File: config.mk
export PLATFORM = sky130hd
export DESIGN_NAME = tag_pool_alloc
export DESIGN_NICKNAME = d
export VERILOG_FILES = /design/src/rtl/tag_pool_alloc.sv
export SDC_FILE = /design/constraint.sdc
export NUM_CORES = 1
export LEC_CHECK = 0
export BUFFER_PORTS_ARGS = -buffer_cell sky130_fd_sc_hd__buf_4
export CAP_MARGIN = 0
export CORE_ASPECT_RATIO = 0.75
export CORE_MARGIN = 2
export CORE_UTILIZATION = 55
export DETAILED_ROUTE_END_ITERATION = 8
export PLACE_DENSITY = 0.8
export REMOVE_ABC_BUFFERS = 1
export SETUP_SLACK_MARGIN = 0.4
export SLEW_MARGIN = 20
export SYNTH_ARGS = -nofsm -noshare
export SYNTH_HDL_FRONTEND = slang
export SYNTH_SLANG_ARGS = --single-unit
File: constraint.sdc
create_clock -name clk -period 4.88 [get_ports clk]
set_input_delay 0.488 -clock clk [delete_from_list [all_inputs] [get_ports clk]]
set_output_delay 0.488 -clock clk [all_outputs]
set_load 0.01 [all_outputs]
File: src/rtl/tag_pool_alloc.sv
module tag_pool_alloc #(
  parameter int TAG_W = 5
) (
  input  logic             clk,
  input  logic             rst_n,
  input  logic             take_i,
  input  logic             put_i,
  input  logic [TAG_W-1:0] put_tag_i,
  output logic [TAG_W-1:0] issue_tag_o,
  output logic             none_free_o,
  output logic             stat_full_o,
  output logic             stat_empty_o,
  output logic [TAG_W:0]   stat_pending_o,
  output logic             err_o
);
  localparam int NUM_TAGS = 1 << TAG_W;
  localparam int CNT_W    = TAG_W + 1;

  logic [TAG_W-1:0] slot [NUM_TAGS];
  logic [TAG_W-1:0] rd_ptr, wr_ptr;
  logic [CNT_W-1:0] pend;
  logic             take_ok, put_ok;

  assign none_free_o    = (pend == CNT_W'(NUM_TAGS));
  assign take_ok        = take_i && !none_free_o;
  assign put_ok         = put_i && (pend != '0);
  assign issue_tag_o    = slot[rd_ptr];
  assign stat_full_o    = none_free_o;
  assign stat_empty_o   = (pend == '0);
  assign stat_pending_o = pend;

  // circular free list; pointers wrap because the depth is a power of two
  always_ff @(posedge clk) begin
    if (!rst_n) begin
      for (int i = 0; i < NUM_TAGS; i++) slot[i] <= TAG_W'(i);
      rd_ptr <= '0;
      wr_ptr <= '0;
      pend   <= '0;
      err_o  <= 1'b0;
    end else begin
      if (take_ok) rd_ptr <= rd_ptr + 1'b1;
      if (put_ok) begin
        slot[wr_ptr] <= put_tag_i;
        wr_ptr       <= wr_ptr + 1'b1;
      end
      case ({take_ok, put_ok})
        2'b10:   pend <= pend + 1'b1;
        2'b01:   pend <= pend - 1'b1;
        default: pend <= pend;
      endcase
      if ((take_i && !take_ok) || (put_i && !put_ok)) err_o <= 1'b1;
    end
  end

  assert_count_up_R3: assert property (@(posedge clk) disable iff (!rst_n)
    take_i && !put_i && !none_free_o |=> stat_pending_o == CNT_W'($past(stat_pending_o) + 1'b1));

  assert_count_down_R3: assert property (@(posedge clk) disable iff (!rst_n)
    put_i && !take_i && !stat_empty_o |=> stat_pending_o == CNT_W'($past(stat_pending_o) - 1'b1));

  assert_count_hold_R8: assert property (@(posedge clk) disable iff (!rst_n)
    take_i && put_i && !stat_empty_o && !none_free_o |=> $stable(stat_pending_o));

  assert_no_overflow_R4: assert property (@(posedge clk) disable iff (!rst_n)
    stat_pending_o <= CNT_W'(NUM_TAGS));

  assert_take_blocked_R5: assert property (@(posedge clk) disable iff (!rst_n)
    take_i && !put_i && none_free_o |=> err_o && $stable(stat_pending_o));

  assert_err_sticky_R9: assert property (@(posedge clk) disable iff (!rst_n)
    err_o |=> err_o);
endmodule

==> metrics, run 1 <==
post-DR wirelength/cell roughly 22 um; commonest non-fill, non-tap cell in the layout edfxtp_1; RSZ-0062 raised after global routing false; CTS H-Tree Depth 4; worst slew pin tran 1.13 ns; synthesis-to-finish area growth 9.30%; ANT nets after route 0; Yosys top cell area share 0.553; number of synthesized register bits 182; Worst Skew 0.0116 ns; Total Nets Final 722; # setup viols final 0; crit end category register; DRC errors left 0; core area 15300 um^2; Final Util 0.620; Synth Area in XOR/XNOR 0.00706; drt pass-1 iters 5; max_cap viols 0; initial antenna violation count 0; Final Max Slew Viols 0; routed via count 5910; CTS buffer count 17; Non-Filler Instances between 900 and 1000; CP delay by family, top compound AO/OA/AOI/OAI gates; Port Buffers 23; max_slew headroom 0.246; vias per inst 6.42; gp weighted congestion just under 0.9; Post-Syn Area per Cell 12.2 um^2; die area 16800 um^2; gr usage total 0.250; dpl cell area approximately 8900 um^2; Crit Path Category register to register; max incr delay on CP 0.86 ns; clk sinks 182; Static Leakage a little under 3 nW; CTS tree yes; cts hold-fix bufs 0; WL final between 20 and 25 mm; ANT cells 0; Die Ht ~110 um; Finished Cell Area 9500 um^2; commonest non-fill, non-tap cells in the layout edfxtp_1, nand2_1, nor2_1; worst-path cell chain or4_1 -> o31ai_4 -> inv_1 -> ha_1 -> ha_1 -> nor4b_1 -> a311o_1 -> a311oi_1 -> mux2i_1; met3 wire len 2.19 mm; compound-cell area share of the yosys netlist 0.0734; placed insts ~890; Hold WC Path Type input port to register; max layer used met4; Iter 0 DRT Violations ~560; worst setup margin 1.42 ns; EDFF count, synth 160; Setup TNS 0 ns; largest net degree at the start of global routing 42; CTS Root Cell clkbuf_16; Post-Syn Instances 711; Post-Syn Area 8690 um^2; pre-CTS setup slack ~1.5 ns; metal1 wirelength ~8.1 mm; # rows 39; vias in the first global route about 5800; Overflow after GRT 0; sequential area share after synthesis 0.604; Post-synth ARST share 0; Yosys top cell by area edfxtp_1; CP Data Required Time 5.24 ns; layout cells sized above 1 0.141; Critical Path AT 3.82 ns; Max FO, Critical Path 10; Peak Freq 289 MHz; CP most frequent cell ha_1; # Post-CTS Setup Buffers 0; crit path buf inv count 1; worst skew pair latency 0.44 ns; Adder-Cell Fraction of Synth Area 0.0167; CP Launch Type register; Tmin final 3.46 ns; Clock transition at path regs 0.07 ns; Initial Util 0.567; post-CTS sizing 0; yosys warns 0; Post-DP HPWL approximately 13 mm; Synth Flop Type edfxtp_1; maximum VDD drop 0.255 mV; I/O pin count 24; largest family of logic cells by synthesized area simple AND/OR/NAND/NOR gates; Post-Synth Simple-Gate Area 0.158; post-synthesis mux area share 0.101; Clock Path Buffers 2; first-pass GRT wire length 31.6 mm; Synth cell types 55; pwr dens 438 nW/um^2; ranking of synthesized cells by area edfxtp_1, mux4_2, dfxtp_1; DR WL met2 9.44 mm; period utilisation layout 0.708; Die X 149 um; status finished clean; final hold violations 0; Worst path slowest cell or4_1
## synth_stat cells (13+ instances only)
master    count
clkbuf_1     35
a21oi_1      13
edfxtp_1    160
buf_2        15
inv_1        13
nand3_1      66
dfxtp_1      22
nor2_1       72
mux2i_1      43
nand2_1      77
mux4_2       20
o21ai_0      17
nor3_1       46
## power by group
group | switching [mW] | internal (mW)
clock network | 0.628 | 0.723
logic | 0.571 | 0.347
registers | 0.111 | 1.78
## per-layer routing
layer,up-vias,GRT usage
li1,2638,-
met1,2898,0.354
met2,340,0.386
met3,34,0.0637
met4,0,0.0775
met5,-,0
## flip-flops by register name, indices dropped and copies added (netlist names), named ones only
| name | count |
|---|---|
| err_o | 1 |
| rd_ptr | 5 |
| stat_pending_o | 6 |
| slot | 160 |
| wr_ptr | 5 |
## worst paths after layout
| check | startpoint | cells past startpoint | end | slack [ns] |
|---|---|---|---|---|
| worst max-delay path | stat_pending_o[1]$_SDFFE_PN0P_ | 9 | stat_pending_o[5]$_SDFFE_PN0P_ | 1.42 |
| worst min-delay path | put_i | 3 | err_o$_SDFFE_PN0P_ | 0.36 |
| worst max register to register | stat_pending_o[1]$_SDFFE_PN0P_ | 9 | stat_pending_o[5]$_SDFFE_PN0P_ | 1.42 |
| worst min register to register | err_o$_SDFFE_PN0P_ | 2 | err_o$_SDFFE_PN0P_ | 0.51 |
## worst register-to-register path, cell delays in order, from the launching register on
cell and delay, ns:
dfxtp_1 0.37, or4_1 0.86, o31ai_4 0.39, inv_1 0.08, ha_1 0.31, ha_1 0.41, nor4b_1 0.08, a311o_1 0.34
a311oi_1 0.34, mux2i_1 0.22
## kinds of logic after synthesis
family,Yosys count
AOI/OAI and AO/OA,77
muxes,63
adders and majority gates,11
xor gates and xnor gates,7
and+or+nand+nor,297
buffers and inverters,74
DFF,182
## layout make-up
| cell class | instances | area (um^2) |
|---|---|---|
| Fill cell | 1147 | 5830 |
| Multi-Input combinational cell | 455 | 3110 |
| Timing Repair Buffer | 33 | 260 |
| Inverter | 13 | 48.8 |
| Clock buffer | 19 | 433 |
| Tap cell | 205 | 256 |
| Clock inverter | 13 | 139 |
| Sequential cell | 182 | 5250 |
## metrics by stage
step / power [mW] / hold WS [ns]
2_1_floorplan: 2.51 / 0.512
3_3_place_gp: 2.79 / 0.464
3_5_place_dp: 2.82 / 0.477
4_1_cts: 4.15 / 0.354
5_1_grt: 4.32 / 0.404
6_report: 4.16 / 0.364
Power figures use the tool's default switching activity.
==> run 2: changes to the inputs <==
==> constraint.sdc (replaced) <==
create_clock -name clk -period 3.2 [get_ports clk]
set_input_delay 0.32 -clock clk [delete_from_list [all_inputs] [get_ports clk]]
set_output_delay 0.32 -clock clk [all_outputs]
set_load 0.01 [all_outputs]
==> metrics, run 2 (synthesized netlist as in run 1, its figures left out) <==
Hold WC Path Type input port to register; status finished clean; Hold Path Stages 3; gp weighted congestion approximately 0.87; max_cap viols 0; Port Buffers 23; I/O pin count 24; Total Nets Final 740; Die Ht 113 um; Clock Path Buffers 2; Worst Skew between 0.01 and 0.015 ns; Clock transition at path regs 0.07 ns; Tmin final around 2.8 ns; Overflow after GRT 0; synthesis-to-finish area growth 11.9%; maximum VDD drop 0.540 mV; Crit Path Category register to output pin; RSZ-0062 raised after global routing true; drt pass-1 iters 8; hold_sp take_i; core area 15300 um^2; biggest regs slot (160), stat_pending_o (6); CTS H-Tree Depth 4; commonest non-fill, non-tap cells in the layout edfxtp_1, nand2_1, nor2_1; vias per inst about 6.4; Psw around 2.1 mW; Iter 0 DRT Violations 653; routed via count 6045; worst r2r src stat_pending_o[1]$_SDFFE_PN0P_; Setup TNS 0 ns; worst skew pair latency 0.44 ns; CTS tree yes; placed insts 902; Int Power approximately 4.5 mW; Post-DP HPWL 13.6 mm; clk sinks between 150 and 200; hold endpoint err_o$_SDFFE_PN0P_; largest net degree at the start of global routing 39; dpl cell area 9010 um^2; CP Launch Type register; Final Max Slew Viols 0; # rows 39; Initial Util 0.567; Non-Filler Instances 938; Seq pwr share 0.434; commonest non-fill, non-tap cell in the layout edfxtp_1; post-DR wirelength/cell ~22 um; Peak Freq 359 MHz; die area approximately 17000 um^2; Largest Register slot; Comb pwr share 0.267; max_slew headroom 0.349; CP Data Required Time 2.88 ns; Tot Pwr 6.56 mW; Max FO, Critical Path 12; Critical Path AT 2.47 ns; number of flip-flops in the largest register 160; vias in the first global route 5937; worst setup margin 0.412 ns; reg2reg setup slack 0.47 ns; Finished Cell Area 9720 um^2; number of cells on the worst reg-to-reg path 10; # setup viols final 0; Die X 149 um; final hold violations 0; ANT nets after route 0; DRC errors left 0; Sw Share 0.320; Clk pwr share 0.300; initial antenna violation count 0; cts hold-fix bufs 0; reg2reg end stat_pending_o[5]$_SDFFE_PN0P_; first-pass GRT wire length 32.5 mm; pre-CTS setup slack approximately 0.066 ns; CTS buffer count 17; ANT cells 0; period utilisation layout 0.871; gr usage total 0.259; crit end category output pin; WL final 21.0 mm; worst slew pin tran about 0.98 ns; CTS Root Cell clkbuf_16; Static Leakage 3.05 nW; pwr dens 674 nW/um^2; layout cells sized above 1 0.184; fill count 1140
run 2: cell count changes in the layout (fill, tap and decap cells not counted), moves of 3 or more:
cell	change
a221oi_1	-3
buf_4	+17
ha_4	+3
dfxtp_2	+3
dfxtp_1	-4
ha_1	-3
a221oi_2	+3
run 2: per-layer routing:
metal | track usage | wire, um | up-vias
li1 | - | - | 2679
met1 | 0.354 | 8440 | 2946
met2 | 0.406 | 9920 | 368
met3 | 0.0677 | 2140 | 52
met4 | 0.0902 | 459 | 0
met5 | 0 | 0 | -
run 2: power by group through the flow:
stage / Clock (mW) / Sequential [mW] / Combinational (mW)
detailed placement: 0 / 2.87 / 1.54
global route: 2.06 / 2.85 / 1.87
CTS: 1.98 / 2.82 / 1.64
floorplan: 0 / 2.93 / 0.892
global placement: 0 / 2.85 / 1.48
finish: 1.96 / 2.84 / 1.75
run 2: final cells by class:
type / count / area [um^2] / area share
tap: 205 / 256 / 0.0264
timing repair buffer: 51 / 420 / 0.0432
multi-input combinational: 455 / 3190 / 0.328
clock inverter: 14 / 121 / 0.0125
inverter: 13 / 48.8 / 0.00502
clock buffer: 18 / 429 / 0.0441
sequential: 182 / 5250 / 0.540
run 2: metrics by stage:
step / hold WS [ns] / util
2_1_floorplan: 0.442 / -
3_3_place_gp: 0.465 / 0.588
3_5_place_dp: 0.472 / 0.588
4_1_cts: 0.182 / 0.631
5_1_grt: 0.213 / 0.634
6_report: 0.198 / 0.634
run 2: how the worst max path moves through the flow:
| stage | from | endpoint | slack (ns) | depth (start not counted) |
|---|---|---|---|---|
| 2_1_floorplan | register | issue_tag_o[0] | -0.1 | 4 |
| 3_3_place_gp | stat_pending_o[1]$_SDFFE_PN0P_ | stat_pending_o[5]$_SDFFE_PN0P_ | 0.24 | 8 |
| 3_5_place_dp | stat_pending_o[1]$_SDFFE_PN0P_ | stat_pending_o[5]$_SDFFE_PN0P_ | 0.07 | 8 |
| 4_1_cts | register | issue_tag_o[0] | 0.41 | 6 |
| 5_1_grt | stat_pending_o[1]$_SDFFE_PN0P_ | stat_pending_o[5]$_SDFFE_PN0P_ | 0.35 | 10 |
| 6_report | register | issue_tag_o[2] | 0.41 | 6 |
run 2: what timing repair did:
item	4_1_cts	5_1_grt
gates resized for setup	13	9
setup endpoints to repair	9	7
gates cloned	1	0
pin swaps	2	3
buffers inserted	1	2
run 2: worst max-delay path, cell delays in order (launching register included):
cell	delay (ns)
dfxtp_2	0.39
buf_12	0.19
mux4_2	0.54
a22o_1	0.31
a221oi_2	0.25
nand3_1	0.16
buf_4	0.17
==> run 3: changes to the inputs <==
--- a/config.mk
+++ b/config.mk
@@ -8,8 +8,8 @@
 export BUFFER_PORTS_ARGS = -buffer_cell sky130_fd_sc_hd__buf_4
 export CAP_MARGIN = 0
 export CORE_ASPECT_RATIO = 0.75
-export CORE_MARGIN = 2
 export CORE_UTILIZATION = 55
+export CTS_CLUSTER_SIZE = 24
 export DETAILED_ROUTE_END_ITERATION = 8
 export PLACE_DENSITY = 0.8
 export REMOVE_ABC_BUFFERS = 1
==> metrics, run 3 (synthesized netlist as in run 1, its figures left out) <==
Max FO, Critical Path 8; Int Power 4.49 mW; hold_sp take_i; final hold violations 0; max_slew headroom 0.426; dpl cell area around 9000 um^2; vias per inst 6.36; commonest non-fill, non-tap cell in the layout edfxtp_1; commonest non-fill, non-tap cells in the layout edfxtp_1, nand2_1, nor2_1; Comb pwr share 0.260; Static Leakage 3.07 nW; die area 16300 um^2; Peak Freq 369 MHz; biggest regs slot (160), stat_pending_o (6); Clk pwr share 0.305; pwr dens 672 nW/um^2; GR Util met1 0.372; Clock transition at path regs 0.07 ns; ANT nets after route 0; met3 usage 0.0831; Total Nets Final 745; Initial Util 0.567; vias in the first global route ~5900; CTS H-Tree Depth 4; WL final 21.0 mm; worst setup margin 0.491 ns; period utilisation layout 0.847; I/O pin count 24; CP Launch Type register; worst slew pin tran 0.851 ns; Final Max Slew Viols 0; Psw 2.05 mW; largest net degree at the start of global routing 39; grt met2 use 0.417; Finished Cell Area 9730 um^2; number of flip-flops in the largest register 160; worst skew pair latency 0.43 ns; Clock Path Buffers 2; synthesis-to-finish area growth 12.0%; Iter 0 DRT Violations 732; Overflow after GRT 0; max_cap viols 0; drt pass-1 iters 6; Die X 147 um; Seq pwr share 0.435; Worst Skew 0.00900 ns; post-DR wirelength/cell about 22 um; routed via count 5998; initial antenna violation count 0; gp weighted congestion 0.940; CTS Root Cell clkbuf_16; Sw Share 0.313; maximum VDD drop approximately 0.40 mV; Most Used Layer, Global Route met2; status finished clean; Tmin final between 2 and 3 ns; pre-CTS setup slack 0.0606 ns; Largest Register slot; # setup viols final 0; Port Buffers 23; CTS buffer count 17; final hold slack approximately 0.21 ns; layout cells sized above 1 0.182; crit end category register; CTS tree yes; worst r2r src stat_pending_o[2]$_SDFFE_PN0P_; Die Ht 111 um; # rows 39; CP Data Required Time between 3 and 4 ns; Hold WC Path Type input port to register; clk sinks 182; Post-DP HPWL 14.3 mm; ANT cells 0; Crit Path Category register to register; gr usage total 0.271; Worst Setup SP stat_pending_o[2]$_SDFFE_PN0P_; Critical Path AT 3.07 ns; DRC errors left 0; first-pass GRT wire length 33.0 mm; RSZ-0062 raised after global routing true; core area between 15000 and 20000 um^2
## run 3: worst paths after layout
kind              slack [ns]                        endpoint  depth (start not counted)
hold / removal          0.21              err_o$_SDFFE_PN0P_                          3
hold reg to reg         0.53              err_o$_SDFFE_PN0P_                          2
setup / recovery        0.49  stat_pending_o[5]$_SDFFE_PN0P_                          9
setup reg to reg        0.49  stat_pending_o[5]$_SDFFE_PN0P_                          9
## run 3: what timing repair did
action                     4_1_cts  5_1_grt
resized for setup                9        9
hold buffers                     0        0
buffers inserted                 1        7
pin swaps                        1        2
setup endpoints to repair        8        9
## run 3: power groups by stage
stage	combinational, mW	clock [mW]	sequential, mW
6_report	1.70	2.00	2.84
3_5_place_dp	1.53	0	2.88
2_1_floorplan	0.892	0	2.93
3_3_place_gp	1.48	0	2.87
4_1_cts	1.60	2.00	2.83
5_1_grt	1.83	2.09	2.86
## run 3: metal layers
layer | share of wire | up-vias
li1 | - | 2681
met1 | 0.40 | 2903
met2 | 0.47 | 378
met3 | 0.12 | 36
met4 | 0.014 | 0
met5 | 0 | -
## run 3: critical path, stage by stage (launching register included)
cell,delay (ns)
dfxtp_1,0.37
or4_4,0.58
o31ai_4,0.20
inv_1,0.11
ha_4,0.21
ha_1,0.30
a211oi_2,0.28
nor2_1,0.12
a311oi_2,0.27
mux2i_1,0.20
## run 3: final cells by class
class	count	area, um^2
Clock buffer	22	475
Sequential cell	182	5250
Tap cell	205	256
Inverter	13	48.8
Multi-Input combinational cell	455	3170
Timing Repair Buffer	56	437
Fill cell	1132	5590
Clock inverter	10	88.8
## run 3: metrics by stage
stage | instances | util | setup TNS [ns] | power, mW
global route | 943 | 0.635 | 0 | 6.78
CTS | 936 | 0.628 | 0 | 6.43
global placement | 903 | 0.589 | 0 | 4.34
floorplan | 650 | - | -0.417 | 3.82
detailed placement | 903 | 0.589 | 0 | 4.41
finish | 943 | 0.635 | 0 | 6.54
